### src/rtl/sgf_pkg.sv
package sgf_pkg;
  localparam int unsigned SLOT_BYTES = 8;
  localparam int unsigned FLAG_VALID = 0;
  localparam int unsigned FLAG_LAST  = 1;
  localparam int unsigned FLAG_XFER  = 5;

  localparam logic [7:0] OFS_HI  = 8'h00;
  localparam logic [7:0] OFS_LO  = 8'h04;
  localparam logic [7:0] OFS_EN  = 8'h14;
  localparam logic [7:0] OFS_ROW = 8'h30;

  typedef enum logic [1:0] {
    WK_IDLE  = 2'd0,
    WK_FETCH = 2'd1,
    WK_ISSUE = 2'd2
  } walk_st_e;

  typedef struct packed {
    logic [31:0] addr;
    logic [15:0] len;
    logic        last;
    logic        xfer;
  } desc_t;
endpackage

### src/rtl/sgf_regs.sv
module sgf_regs #(
  parameter bit IS_RX = 1'b0,
  parameter int unsigned REG_AW = 8,
  parameter int unsigned ROW_W = 16
) (
  input  logic              clk,
  input  logic              rst_n,
  input  logic              wr_en,
  input  logic [REG_AW-1:0] wr_addr,
  input  logic [31:0]       wr_data,
  input  logic              idle,
  output logic [31:0]       start_addr,
  output logic [ROW_W-1:0]  row,
  output logic              start,
  output logic              stop
);
  import sgf_pkg::*;

  logic        hit_lo;
  logic        base_ce;
  logic [31:0] base_q;
  logic [31:0] base_d;

  // the high-address offset is decoded by nobody: writes there are dropped
  assign hit_lo  = wr_en && (wr_addr == REG_AW'(OFS_LO));
  assign base_ce = hit_lo && idle;
  assign base_d  = {wr_data[31:3], 3'b000};

  always_ff @(posedge clk or negedge rst_n) begin
    if (!rst_n)       base_q <= '0;
    else if (base_ce) base_q <= base_d;
  end

  generate
    if (IS_RX) begin : g_rx
      logic             en_q, en_d, en_ce;
      logic             row_ce;
      logic [ROW_W-1:0] row_q;

      assign en_ce  = wr_en && (wr_addr == REG_AW'(OFS_EN));
      assign en_d   = wr_data[0];
      assign row_ce = wr_en && (wr_addr == REG_AW'(OFS_ROW));

      always_ff @(posedge clk or negedge rst_n) begin
        if (!rst_n) begin
          en_q  <= 1'b0;
          row_q <= '0;
        end else begin
          if (en_ce)  en_q  <= en_d;
          if (row_ce) row_q <= wr_data[ROW_W-1:0];
        end
      end

      assign start      = en_ce && en_d && !en_q && idle;
      assign stop       = en_ce && !en_d;
      assign start_addr = base_q;
      assign row        = row_q;
    end else begin : g_tx
      assign start      = base_ce;
      assign stop       = 1'b0;
      assign start_addr = base_d;
      assign row        = '0;
    end
  endgenerate
endmodule

### src/rtl/sgf_decode.sv
module sgf_decode (
  input  logic [63:0]   raw,
  output sgf_pkg::desc_t desc,
  output logic          good
);
  import sgf_pkg::*;

  logic [7:0] flags;
  assign flags     = raw[7:0];
  assign desc.addr = raw[63:32];
  assign desc.len  = raw[31:16];
  assign desc.last = flags[FLAG_LAST];
  assign desc.xfer = flags[FLAG_XFER];
  assign good      = flags[FLAG_VALID] && (raw[17:16] == 2'b00);
endmodule

### src/rtl/sgf_walk.sv
module sgf_walk (
  input  logic           clk,
  input  logic           rst_n,
  input  logic           start,
  input  logic [31:0]    start_addr,
  input  logic           stop,
  input  logic           mem_rvalid,
  input  sgf_pkg::desc_t desc,
  input  logic           good,
  input  logic           cmd_ready,
  output logic           mem_req,
  output logic [31:0]    mem_addr,
  output logic           cmd_valid,
  output logic [31:0]    cmd_addr,
  output logic [15:0]    cmd_len,
  output logic           done,
  output logic           err,
  output logic           idle
);
  import sgf_pkg::*;

  walk_st_e    st_q, st_d;
  logic [31:0] ptr_q, ptr_d;
  desc_t       cur_q, cur_d;
  logic        done_q, done_d;
  logic        err_q, err_d;
  logic [31:0] ptr_inc;

  assign ptr_inc = ptr_q + 32'(SLOT_BYTES);

  always_comb begin
    st_d   = st_q;
    ptr_d  = ptr_q;
    cur_d  = cur_q;
    err_d  = err_q;
    done_d = 1'b0;
    unique case (st_q)
      WK_IDLE: begin
        if (start) begin
          st_d  = WK_FETCH;
          ptr_d = start_addr;
          err_d = 1'b0;
        end
      end
      WK_FETCH: begin
        if (stop) begin
          st_d = WK_IDLE;
        end else if (mem_rvalid) begin
          if (!good) begin
            err_d = 1'b1;
            st_d  = WK_IDLE;
          end else if (desc.xfer) begin
            cur_d = desc;
            st_d  = WK_ISSUE;
          end else if (desc.last) begin
            done_d = 1'b1;
            st_d   = WK_IDLE;
          end else begin
            ptr_d = ptr_inc;
          end
        end
      end
      WK_ISSUE: begin
        if (cmd_ready) begin
          if (cur_q.last) begin
            done_d = !stop;
            st_d   = WK_IDLE;
          end else begin
            ptr_d = ptr_inc;
            st_d  = WK_FETCH;
          end
        end
        if (stop) st_d = WK_IDLE;
      end
      default: st_d = WK_IDLE;
    endcase
  end

  always_ff @(posedge clk or negedge rst_n) begin
    if (!rst_n) begin
      st_q   <= WK_IDLE;
      ptr_q  <= '0;
      cur_q  <= '0;
      done_q <= 1'b0;
      err_q  <= 1'b0;
    end else begin
      st_q   <= st_d;
      ptr_q  <= ptr_d;
      cur_q  <= cur_d;
      done_q <= done_d;
      err_q  <= err_d;
    end
  end

  assign mem_req   = (st_q == WK_FETCH);
  assign mem_addr  = ptr_q;
  assign cmd_valid = (st_q == WK_ISSUE);
  assign cmd_addr  = cur_q.addr;
  assign cmd_len   = cur_q.len;
  assign done      = done_q;
  assign err       = err_q;
  assign idle      = (st_q == WK_IDLE);
endmodule

### src/rtl/sgf_top.sv
module sgf_top #(
  parameter bit IS_RX = 1'b0,
  parameter int unsigned REG_AW = 8,
  parameter int unsigned ROW_W = 16
) (
  input  logic              clk,
  input  logic              rst_n,
  input  logic              reg_wr,
  input  logic [REG_AW-1:0] reg_addr,
  input  logic [31:0]       reg_wdata,
  output logic              mem_req,
  output logic [31:0]       mem_addr,
  input  logic              mem_rvalid,
  input  logic [63:0]       mem_rdata,
  output logic              cmd_valid,
  input  logic              cmd_ready,
  output logic [31:0]       cmd_addr,
  output logic [15:0]       cmd_len,
  output logic [ROW_W-1:0]  cmd_row,
  output logic              done,
  output logic              err
);
  import sgf_pkg::*;

  logic        rst_meta_q, rst_sync_q;
  logic        ctl_start, ctl_stop, wk_idle, dsc_good;
  logic [31:0] ctl_addr;
  desc_t       dsc;

  always_ff @(posedge clk or negedge rst_n) begin
    if (!rst_n) begin
      rst_meta_q <= 1'b0;
      rst_sync_q <= 1'b0;
    end else begin
      rst_meta_q <= 1'b1;
      rst_sync_q <= rst_meta_q;
    end
  end

  sgf_regs #(.IS_RX(IS_RX), .REG_AW(REG_AW), .ROW_W(ROW_W)) u_regs (
    .clk(clk), .rst_n(rst_sync_q), .wr_en(reg_wr), .wr_addr(reg_addr),
    .wr_data(reg_wdata), .idle(wk_idle), .start_addr(ctl_addr),
    .row(cmd_row), .start(ctl_start), .stop(ctl_stop)
  );

  sgf_decode u_dec (.raw(mem_rdata), .desc(dsc), .good(dsc_good));

  sgf_walk u_walk (
    .clk(clk), .rst_n(rst_sync_q), .start(ctl_start), .start_addr(ctl_addr),
    .stop(ctl_stop), .mem_rvalid(mem_rvalid), .desc(dsc), .good(dsc_good),
    .cmd_ready(cmd_ready), .mem_req(mem_req), .mem_addr(mem_addr),
    .cmd_valid(cmd_valid), .cmd_addr(cmd_addr), .cmd_len(cmd_len),
    .done(done), .err(err), .idle(wk_idle)
  );
endmodule

### config.mk
export PLATFORM = sky130hd
export DESIGN_NAME = sgf_top
export DESIGN_NICKNAME = d
export VERILOG_FILES = /design/src/rtl/sgf_pkg.sv /design/src/rtl/sgf_regs.sv /design/src/rtl/sgf_decode.sv /design/src/rtl/sgf_walk.sv /design/src/rtl/sgf_top.sv
export SDC_FILE = /design/constraint.sdc
export NUM_CORES = 1
export LEC_CHECK = 0
export BUFFER_PORTS_ARGS = -buffer_cell sky130_fd_sc_hd__buf_2
export CAP_MARGIN = 30
export CORE_MARGIN = 2
export CORE_UTILIZATION = 50
export CTS_CLUSTER_DIAMETER = 50
export DETAILED_ROUTE_END_ITERATION = 16
export GPL_TIMING_DRIVEN = 0
export HOLD_SLACK_MARGIN = 0.1
export PLACE_DENSITY = 0.94
export SLEW_MARGIN = 10
export SYNTH_ARGS = -nofsm -noshare
export SYNTH_HDL_FRONTEND = slang
export SYNTH_HIERARCHICAL = 1
export SYNTH_SLANG_ARGS = --single-unit
### constraint.sdc
create_clock -name clk -period 2.85 [get_ports clk]
set_input_delay 0.285 -clock clk [delete_from_list [all_inputs] [get_ports clk]]
set_output_delay 0.285 -clock clk [all_outputs]
set_load 0.05 [all_outputs]
== After elaboration in Yosys (flattened, before gate mapping) ==
Index checks and enable logic that the tools add are counted.
Word-level totals
  bits of input ports: 109
  logic and storage cells: 60
  register bits: 87
Cells by class
  equality and inequality tests: 12
  reduce and logical (&&, ||, !) cells: 11
  add/subtract/negate cells: 1
  muxes and demuxes: 27
Operators by type and width (number)
  32-bit 2-to-1 mux: 7
  32-bit case mux with 3 select lines: 1
  32-bit by 4-bit adder with 32-bit output, second input constant: 1
  2-bit 2-to-1 mux: 6
  4-bit AND reduction: 3
  1-bit 2-to-1 mux: 10
  2-bit inequality test, second input constant: 5
  8-bit by 3-bit equality test with 1-bit output, second input constant: 1
  8-bit AND reduction: 1
  2-bit by 1-bit inequality test with 1-bit output, second input constant: 3
  2-bit case mux with 3 select lines: 1
  2-bit zero test: 2
  4-bit inequality test, second input constant: 1
  1-bit case mux with 2 select lines: 2
  1-bit logical AND: 3
  3-bit nonzero test: 1
  2-bit by 1-bit equality test with 1-bit output, second input constant: 1
  2-bit equality test, second input constant: 1
  2-bit nonzero test: 1

== Longest topological paths before layout ==
  depth in word-level cells: 6
  depth in mapped cells: 11
  gate-level depth less buffers: 9

== Modules after synthesis ==
The synthesis kept the hierarchy.
By module, submodules not included
  sgf_walk: area each 4566.9 µm², times used 1, seq. area each 2127.0 µm², cells an instance 420
  sgf_regs: area each 400.4 µm², times used 1, seq. area each 0.0 µm², cells an instance 53
  sgf_decode: area each 387.9 µm², times used 1, seq. area each 0.0 µm², cells an instance 51
  sgf_top: area each 53.8 µm², times used 1, seq. area each 50.0 µm², cells an instance 3

== Least setup slack after synthesis ==
No wires, ideal clock.
  path kind: register to register
  start point: register u_walk.st_q[0]
  end point: register u_walk.ptr_q[0] (netlist: u_walk/mem_addr[0])
  path buffers: 2
  cell stages (with the launch flop): 11
  data arrival time: 2181 ps
  slack: 544 ps
  period minus slack after synthesis: 2306 ps
  cell sequence: dfrtp_1 inv_1 ha_1 nand4b_1 nor4_2 nor2b_1 a2111oi_4 buf_4 nand3_2 buf_6 mux2_4
Between the ends
  longest elaborated chain between the ends: 4
  elaborated cells on any way between the ends: 14
Ends and longest elaborated chain
  start: declaration: line sgf_walk.sv:22  | walk_st_e st_q, st_d;
  start signal: assignment: line sgf_walk.sv:87  | st_q <= st_d;
  2-bit zero test: line sgf_walk.sv:102  | assign idle = (st_q == WK_IDLE);
  named net wk_idle: line sgf_top.sv:26  | logic ctl_start, ctl_stop, wk_idle, dsc_good;
  1-bit logical AND: line sgf_regs.sv:26  | assign base_ce = hit_lo && idle;
  named net ctl_start: line sgf_top.sv:26
  2-bit inequality test (no source line)
  8-bit AND reduction (no source line)
  end signal: assignment: line sgf_walk.sv:88  | ptr_q <= ptr_d;
  end: declaration: line sgf_walk.sv:23  | logic [31:0] ptr_q, ptr_d;
The timed path passes the listed nets, and every way through them passes these cells.
A chain may end at the register's enable or synchronous reset.

== Worst setup path after layout ==
  start point: register u_walk.st_q[0]
  end point: register u_walk.ptr_q[27] (netlist: u_walk/mem_addr[27])
The elaborated chain is that of the path after synthesis.

==> results.md <==
- The first global-routing pass estimated between 15000 and 20000 µm of wire.
- Post-CTS timing repair inserted 0 buffers for setup.
- The TritonCTS buffer count is 9.
- The finished cells cover 0.00646 mm².
- The number of fillers in the final layout is 857.
- Synthesis instantiated between 50 and 60 different standard cells from the library.
- TritonCTS built the clock tree.
- The cell sitting at the root of the clock tree is a clkbuf_8.
- For this configuration, the core starts out at a cell density of 0.519.
- The clock skew is 0.0110 ns.
- The total area inside the core boundary comes to about 0.010 mm².
- The signal on the critical path passes through inv_1, ha_2, nand4b_1, nor4_4, nor2b_1, a2111oi_4, buf_6, nand2_2, buf_2, nor4_1, nor3_1.
- The area growth from synthesis to layout is 19.5%.
- Static timing analysis puts the maximum clock frequency at roughly 380 MHz.
- For the worst setup path, the data arrival time is about 2.9 ns.
- The final route contains 4122 vias.
- STA classifies the critical path endpoint as a flop.
- The number of diodes added for antenna fixing is 0.
- The depth of the most critical reg-to-reg path is 11.
- The DRC violation count after routing is 0.
- Of the total power, combinational logic draws 0.544.
- The internal power of the cells totals 3.57 mW.
- The share of total power dissipated in sequential elements is 0.295.
- Measured along the x axis, the die boundary spans between 100 and 150 µm.
- The initial antenna violation count was 0.
- At the pin with the least slew margin, the transition time is between 0.5 and 0.6 ns.
- Measured on the finished design, the core utilization comes to 0.621.
- The number of optimization iterations in the first detailed-route pass is 5.
- The die covers approximately 0.012 mm².
- The leakage power of the design is between 3 and 4 nW.
- In this run the power density over the cells is roughly 1100 mW/mm².
- Clock-pin slew was measured on the worst setup and hold paths at around 0.080 ns.
- The number of H-tree levels is 3.
- The synthesized design contains 87 register bits.
- The worst setup path is of the reg2reg kind.
- The startpoint type of the worst setup path is a flop.
- The count of maximum capacitance violations is 0.
- The critical path contains buffers and inverters numbering 3 combined.
- Among all stages on the critical path, the largest delay is contributed by dfrtp_1.
- The number of global-route vias before repair is between 3k and 4k.
- At the end of the flow, the number of nets in the layout was 773.
- The number of max-slew violations in the final report is 0.
- The number of violations reported at the end of detailed-routing iteration 0 is roughly 180.
- The placer's final routability congestion estimate is between 0.8 and 0.9.
- The number of buffer cells added on primary ports is 99.
- Across every metal layer, demand over resource in global routing totals 0.217.
- The share of total power consumed by net switching is 0.484.
- The die outline height is about 110 µm.
- The HPWL after detailed placement is roughly 9700 µm.
- The part of the cycle the worst path needs is 0.935.
- The remaining global-route overflow is 0.
- The path class of the tightest hold or removal check is in2reg.
- Setup repair after global routing left no endpoint under its margin.
- The latest clock arrival within the worst-skew pair is around 0.37 ns.
- Setup violations remaining at the end of the flow were counted as 0.
- The worst pin sits at a relative slew slack of 0.624.
- The total of warnings raised by yosys is 6.
- The sequential cell area fraction in the yosys report is 0.402.
- The time the final worst path needs with I/O delays and setup is between 2 and 3 ns.
- The wire length per cell after detailed routing is between 15 and 20 µm.
- The switching power summed over all nets is 3.34 mW.
- The path length in cells of the critical path is 11.
- The pin count of the biggest net entering global routing is 57.
- The post-synthesis cell area is around 0.0054 mm².
- CTS saw 87 sinks.
- The worst-case IR drop observed on VDD is 865 µV.
- The share of total power dissipated in the clock network is 0.160.
- In this run the core area contains 37 standard-cell rows.
- The endpoint required time on the critical path is 3.10 ns.
- Along the worst path, the maximum fanout reaches 10.
- The maximum number of buffers from clock root to sink is 2.
- The count of mapped cells out of synthesis is ~530.
- The post-detailed-placement cell area is 0.00618 mm².
- Dividing the synthesized area by the synthesized cell count gives 10.3 µm².
- The kind of cell with the highest combined delay along the critical path is simple AND/OR/NAND/NOR gates.
- The number of hold-slack violations in the final timing report is 0.
- The number of primary I/O pins is roughly 210.
- The total wire length after detailed routing is 12600 µm.
- Of the cells placed in the final design, the portion with a size suffix greater than 1 is 0.529.
- The per-cell via count in the routed design is around 5.2.
- The largest single stage delay on the critical path is ~0.42 ns.
- OpenSTA, run right after detailed placement, puts the worst setup slack at ~0.0084 ns.
- The run finished with clean final reports.
- The number of stages on the worst hold path is 2.
- The count of nets left with antenna violations once routing finished came out at 0.
- The final worst slack is around 0.18 ns.
[final cells by class]
cell class / instances / area [µm²] / share of cell area
buffer: 166 / 1210 / 0.187
timing repair buffer: 101 / 533 / 0.0824
tap: 136 / 170 / 0.0263
clock buffer: 10 / 128 / 0.0197
sequential: 87 / 2180 / 0.337
multi-input combinational: 284 / 2080 / 0.321
clock inverter: 6 / 133 / 0.0205
inverter: 9 / 33.8 / 0.00523
[what timing repair did]
item	4_1_cts	5_1_grt
pin swaps	1	2
endpoints found under the setup margin	1	29
gates resized for setup	1	3
hold buffers	1	0
hold endpoints to repair	2	0
[stage by stage]
stage                     TNS [ns]  power (mW)  cells  hold slack, ns
after floorplan                  0        4.96    546         -0.0106
after detailed placement         0        5.79    782          0.0754
final                            0        6.91    799           0.148
after global placement      -56.93        5.68    781          0.0731
after CTS                        0        6.91    799           0.131
after global routing             0        7.29    799           0.124
[cells in the mapped netlist, drive strengths merged]
library cell | count | area [µm²]
nand4 | 15 | 93.8
a41o | 2 | 20.0
and4b | 1 | 10.0
nor2b | 3 | 26.3
a2111o | 1 | 11.3
and4 | 10 | 90.1
mux2 | 54 | 619
o31a | 1 | 8.76
o32ai | 3 | 26.3
nor4 | 6 | 65.1
a2111oi | 1 | 27.5
o21a | 1 | 7.51
and2 | 2 | 12.5
a31o | 3 | 26.3
nand4b | 1 | 8.76
o31ai | 1 | 7.51
conb | 2 | 7.51
a22o | 1 | 8.76
ha | 6 | 75.1
a21o | 2 | 16.3
mux2i | 2 | 20.0
and3 | 6 | 40.0
buf | 163 | 1190
or4 | 1 | 7.51
o21ai | 12 | 60.1
clkinv | 1 | 3.75
a31oi | 4 | 25.0
nor2 | 22 | 85.1
nand2 | 13 | 53.8
inv | 8 | 30.0
o22ai | 26 | 163
a21oi | 24 | 120
o22a | 1 | 8.76
nand3 | 11 | 65.1
dfrtp | 87 | 2180
clkbuf | 3 | 11.3
nor3 | 14 | 70.1
o21ba | 1 | 10.0
nor3b | 4 | 40.0
a41oi | 1 | 8.76
o211a | 1 | 10.0
nand2b | 6 | 37.5
[cells by family after synthesis]
logic type,after synthesis,share of synthesized area
AND/OR/NAND/NOR,115,0.130
adder cells (fa/ha/maj),6,0.0139
flip-flops,87,0.402
buffers and inverters,175,0.229
other,2,0.00139
multiplexers,56,0.118
AO/OA/AOI/OAI,86,0.105
[metal layers]
| metal | share of wire | routed length, µm | vias up | GRT usage |
|---|---|---|---|---|
| met1 | 0.41 | 5220 | 1928 | 0.279 |
| met2 | 0.49 | 6110 | 203 | 0.362 |
| met4 | 0.019 | 240 | 0 | 0.0861 |
| li1 | - | - | 1971 | - |
| met5 | 0 | 0 | - | 0 |
| met3 | 0.081 | 1020 | 20 | 0.0416 |
[power groups by stage]
stage	clock network, mW	registers (mW)	logic [mW]
2_1_floorplan	0	2.69	2.27
3_3_place_gp	0	2.03	3.65
3_5_place_dp	0	2.05	3.74
4_1_cts	1.13	2.03	3.75
5_1_grt	1.19	2.11	3.99
6_report	1.11	2.04	3.76
[sequential cells by signal (all words and copies together), names as in the netlist]
register and count:
u_walk/err 1, rst_meta_q 1, u_walk/st_q 2, u_walk/done 1
u_walk/cmd_len 16, rst_sync_q 1, u_walk/cmd_addr 32, u_walk/mem_addr 32
u_walk/cur_q 1
[worst register-to-register path: cells and delay by family, from the launching register on]
family	cells	cell delay, ns
and+or+nand+nor	6	1.07
buffers and inverters	3	0.54
DFF	1	0.42
AOI/OAI and AO/OA	1	0.28
adders and majority gates	1	0.26
[cell usage in the layout, fill, tap and decap left out, types with 2 or more instances in the layout]
cell type | netlist | layout
mux2i_1 | 2 | 2
a21oi_1 | 24 | 24
clkbuf_8 | 0 | 9
dfrtp_1 | 87 | 86
and4_1 | 9 | 9
nor2_1 | 21 | 21
nand3_1 | 9 | 9
and3_1 | 4 | 4
o32ai_1 | 3 | 3
bufinv_16 | 0 | 4
nor4_1 | 3 | 3
nor2b_1 | 2 | 2
nor3b_1 | 2 | 2
nor4_4 | 1 | 2
a31oi_1 | 4 | 4
and2_1 | 2 | 2
and3_2 | 2 | 2
conb_1 | 2 | 21
nand4_1 | 15 | 15
buf_2 | 9 | 107
nor3b_2 | 2 | 2
nand3_2 | 2 | 2
buf_1 | 3 | 3
o21ai_0 | 12 | 12
a41o_1 | 2 | 2
mux2_2 | 51 | 51
o22ai_1 | 26 | 26
nor3_1 | 14 | 14
nand2_1 | 11 | 11
buf_4 | 150 | 149
nand2b_1 | 6 | 6
ha_1 | 6 | 5
clkbuf_1 | 3 | 4
a31o_2 | 3 | 3
inv_1 | 8 | 8
buf_6 | 1 | 2
mux2_4 | 3 | 3
nand2_2 | 2 | 2
[path summary, 6_finish.rpt]
check	startpoint	to	slack (ns)
max	u_walk/st_q[0]$_DFFE_PN0P_	u_walk/mem_addr[27]$_DFFE_PN0P_	0.18
min	mem_rdata[38]	u_walk/cmd_addr[6]$_DFFE_PN0P_	0.15
max reg2reg	u_walk/st_q[0]$_DFFE_PN0P_	u_walk/mem_addr[27]$_DFFE_PN0P_	0.18
min reg2reg	rst_sync_q$_DFF_PN0_	u_walk/cmd_addr[4]$_DFFE_PN0P_	0.26
max in group asynchronous	rst_sync_q$_DFF_PN0_	u_walk/mem_addr[5]$_DFFE_PN0P_	1.98
min in group asynchronous	rst_n	rst_meta_q$_DFF_PN0_	0.24
No activity file was read; power rests on OpenSTA's default activity.
